<file path="src/rtl/pci_parity_unit.sv">
module pci_parity_unit (
  input  logic        clk,
  input  logic        rst,
  input  logic [31:0] ad,
  input  logic [3:0]  cbe,
  input  logic        frame_n,
  input  logic        irdy_n,
  input  logic        trdy_n,
  input  logic        is_master,
  input  logic        is_target,
  input  logic        par_in,
  input  logic        perr_en,
  input  logic        serr_en,
  output logic        par_out,
  output logic        par_oe,
  output logic        perr_n,
  output logic        perr_oe,
  output logic        serr_n,
  output logic        serr_oe
);

  logic frame, irdy, trdy;
  logic busy_q, wr_q, par_q, oe_q, chk_d_q, chk_a_q, perr_q, serr_q;
  logic addr_ph, data_ph, wr_now, rx_data, drive, xfer, mism;

  assign frame   = ~frame_n;
  assign irdy    = ~irdy_n;
  assign trdy    = ~trdy_n;

  assign addr_ph = frame & ~busy_q;
  assign data_ph = busy_q & (frame | irdy);
  assign wr_now  = addr_ph ? cbe[0] : wr_q;
  assign rx_data = wr_now ? is_target : is_master;
  assign drive   = (addr_ph & is_master) | (data_ph & (wr_now ? is_master : is_target));
  assign xfer    = data_ph & irdy & trdy;
  assign mism    = par_q ^ par_in;

  always_ff @(posedge clk) begin
    if (rst) begin
      busy_q  <= 1'b0;
      wr_q    <= 1'b0;
      par_q   <= 1'b0;
      oe_q    <= 1'b0;
      chk_d_q <= 1'b0;
      chk_a_q <= 1'b0;
      perr_q  <= 1'b0;
      serr_q  <= 1'b0;
    end else begin
      busy_q  <= frame | irdy;
      if (addr_ph) wr_q <= cbe[0];
      par_q   <= ^{ad, cbe};
      oe_q    <= drive;
      chk_d_q <= xfer & rx_data;
      chk_a_q <= addr_ph & ~is_master;
      perr_q  <= chk_d_q & mism & perr_en;
      serr_q  <= chk_a_q & mism & serr_en;
    end
  end

  assign par_out = par_q;
  assign par_oe  = oe_q;
  assign perr_oe = perr_q;
  assign perr_n  = ~perr_q;
  assign serr_oe = serr_q;
  assign serr_n  = 1'b0;


  a_r7_reset_releases: assert property (@(posedge clk)
    rst |=> (!par_oe && !perr_oe && !serr_oe && perr_n));


  a_r6_perr_needs_enable: assert property (@(posedge clk) disable iff (rst)
    perr_oe |-> $past(perr_en));
  a_r6_serr_needs_enable: assert property (@(posedge clk) disable iff (rst)
    serr_oe |-> $past(serr_en));


  a_r5_serr_single_clock: assert property (@(posedge clk) disable iff (rst)
    serr_oe |=> !serr_oe);


  a_r3_drive_needs_role: assert property (@(posedge clk) disable iff (rst)
    par_oe |-> $past(is_master || is_target));


  a_r8_errors_exclusive: assert property (@(posedge clk) disable iff (rst)
    !(perr_oe && serr_oe));


  a_r4_perr_after_handshake: assert property (@(posedge clk) disable iff (rst)
    perr_oe |-> $past(!irdy_n && !trdy_n, 2));

endmodule

</file>
<file path="config.mk">
export PLATFORM = sky130hd
export DESIGN_NAME = pci_parity_unit
export DESIGN_NICKNAME = d
export VERILOG_FILES = /design/src/rtl/pci_parity_unit.sv
export SDC_FILE = /design/constraint.sdc
export NUM_CORES = 1
export LEC_CHECK = 0
export ABC_CLOCK_PERIOD_IN_PS = 1300
export CORE_UTILIZATION = 29
export CTS_BUF_LIST = sky130_fd_sc_hd__clkbuf_2
export CTS_CLUSTER_DIAMETER = 50
export DETAILED_ROUTE_END_ITERATION = 16
export GPL_ROUTABILITY_DRIVEN = 0
export PLACE_DENSITY = 0.77
export SLEW_MARGIN = 5
export SYNTH_ARGS = -nofsm -noshare
export SYNTH_HDL_FRONTEND = slang
export SYNTH_SLANG_ARGS = --single-unit
</file>
<file path="constraint.sdc">
create_clock -name clk -period 1.3 [get_ports clk]
set_input_delay 0.13 -clock clk [delete_from_list [all_inputs] [get_ports clk]]
set_output_delay 0.13 -clock clk [all_outputs]
set_load 0.05 [all_outputs]
</file>
==> results.toml <==
[outcome]
status = "finished with violations"
failed_checks = "negative setup slack"

[power]
p_total_mw = 1.10
cellPowerDensity_nw_per_um2 = 909
vdd_ir_drop_max_uv = 487
leakagePower_nw = 0.556

[clocking]
post-cts-setup-buffers = 0
numCtsBuffers = 3
clk_path_buf_depth = 2
clock_latency_ns = 0.24
cts_sinks = 8
h-tree-depth = 1
clkTransAtPathRegs_ns = 0.08
cts_tree = "built"
cts_root_buf = "clkbuf_2"

[critical_path]
cp_num_buf_inv = 1
path_delay_family = "XOR/XNOR gates"
cp_cell_sequence = "clkdlybuf4s15_1 > xnor2_1 > xnor2_1 > xnor3_1 > nor2b_4 > mux2_4"
worst_ep_arrival_time_ns = 1.43
crit_path_max_fanout = 2
cp-start-kind = "input pin"
criticalPathCategory = "input pin to register"
cpPeakStageDelay_ns = 0.38
worst_setup_path_end_kind = "register"
critical-path-top-cell-by-count = "xnor2_1"
slowest_stage = "xnor3_1"
required_ns = 1.42

[final_layout]
antennaDiodeCount = 0
multi_input_area_um2 = 538
stdcell_area_um2 = 1210
nets = 163
stdcell_count = 142
layout-drive-gt1-share_pct = 48.7
area_growth_pct = 98.6
ff_latch_area_um2 = 160
utilization_pct = 61.7
fillerInstances = 170

[global_routing]
grt_max_degree = 8
grtUsageTotal_pct = 13.9
antenna_found_initial = 0
grt_overflow = 0
grt_pass1_wl_mm = 2.21
grt_pass1_vias = 591

[yosys]
synth_top_cells_by_count = "xnor2_1 (28), dfxtp_1 (8), nor2_1 (4), xor2_1 (3)"
avgSynthCellArea_um2 = 9.99
ys_async_sr_fraction_pct = 0
ys_ff_latch = 8
yosys_warnings = 0
synth-main-ff-cell = "dfxtp_1"
synth_edf_count = 0
synthTopCellsByArea = "xnor2_1 (40%), dfxtp_1 (26%), xnor3_1 (7.4%)"
synth_most_common_cell = "xnor2_1"
syn_area_um2 = 609
synthCells = 61
synth_nets = 107
synth_top_area_share_pct = 40.2
yosysTopAreaCell = "xnor2_1"
yosysSeqAreaShare_pct = 26.3
synth.distinct_cells = 17

[route]
first_pass_iters = 2
wirelength_mm = 1.49
post_drt_via_cell_ratio = 4.26
wl_per_cell_um = 10.5
drcViolationCount = 0
drtAntennaViolNets = 0
vias = 605
drtIter0Drc = 1

[sta]
drv_slew = 0
rsz0062_at_grt = "true"
fin_skew_ns = 0.00677
timing.hold.ws_ns = 0.261
setup_violations = 1
worst_slack_ns = -0.00732
fmax_mhz = 765
timing.final.crit_share_pct = 101
setup-tns-final_ns = -0.00732
post-route-min-period_ns = 1.31
finalHoldViolCount = 0

[run]
drv_cap = 0

[die]
rows = 16
die_h_um = 47.8
start_util_pct = 31.1
io_pins = 52
core-area_um2 = 1960
die_area_um2 = 2290
die_w_um = 47.8

[placed_design]
placed_area_um2 = 1210
dp_slack_ns = -0.628
dp_cells = 139
io_buffer_count = 50
hpwl_mm = 1.22

[hold_path]
min_path_type = "input pin to register"
[layer usage]
layer  track usage, %  wire length (um)  share of wire, %  vias up
met5                0                 0                 0        -
met4             1.67                 0                 0        0
met3             5.28               140               9.4        0
met2             28.9               855                57       33
met1             12.6               491                33      271
li1                 -                 -                 -      301
[flip-flops by register name (all words and copies together), names as in the netlist]
| register | cells |
|---|---|
| busy_q | 1 |
| chk_a_q | 1 |
| chk_d_q | 1 |
| par_oe | 1 |
| par_out | 1 |
| perr_oe | 1 |
| serr_oe | 1 |
| wr_q | 1 |
[path summary, 6_finish.rpt]
path              startpoint      end  slack (ns)  depth (start not counted)
setup / recovery      ad[15]  par_out      -0.007                          6
hold / removal        cbe[0]     wr_q        0.26                          4
setup reg to reg      busy_q  chk_d_q        0.12                          4
hold reg to reg      chk_d_q  perr_oe        0.45                          1
[layout by cell type, fill, tap and decap left out, types with 2 or more instances in the layout]
cell type	netlist	final
buf_6	0	7
and3_1	2	2
clkdlybuf4s15_1	0	6
dfxtp_1	8	8
nor4_1	2	2
buf_4	1	2
xnor2_1	28	17
clkdlybuf4s50_1	0	9
clkbuf_2	0	10
mux2i_1	2	2
xor2_1	3	2
buf_2	0	16
xnor2_2	0	11
buf_12	0	5
xnor3_1	2	2
nor2_1	4	3
[report_power, final]
part / internal, mW / switching [mW] / leakage, nW
Combinational: 0.427 / 0.238 / 0.479
Sequential: 0.267 / 0.0200 / 0.0655
Clock: 0.0629 / 0.0849 / 0.0125
[cell type report]
class	count	share of cell area, %
well taps	27	2.79
multi-input cells	51	44.5
clock buffers	3	1.24
flip-flops and latches	8	13.2
repair buffers	52	38.0
inverters	1	0.310
[logic make-up (layout without fill, tap and decap cells)]
logic type                count (synthesis)  in the layout  share of synthesized area [%]
and+or+nand+nor                          11             11                           9.65
DFF                                       8              8                           26.3
xor gates and xnor gates                 33             33                           52.0
buffers and inverters                     2             56                           1.85
muxes                                     4              4                           7.60
AOI/OAI and AO/OA                         2              2                           2.05
other                                     1              1                          0.615
[tightest hold or removal path, stage by stage]
cell and delay [ns]:
buf_6 0.08, buf_4 0.09, mux2i_1 0.08, nor2_1 0.08
[repair_timing]
action	in CTS	in global routing
endpoints found under the setup margin	1	2
gates resized for setup	110	29
hold buffers	0	0
pin swaps	31	14
Power figures use the tool's default switching activity.
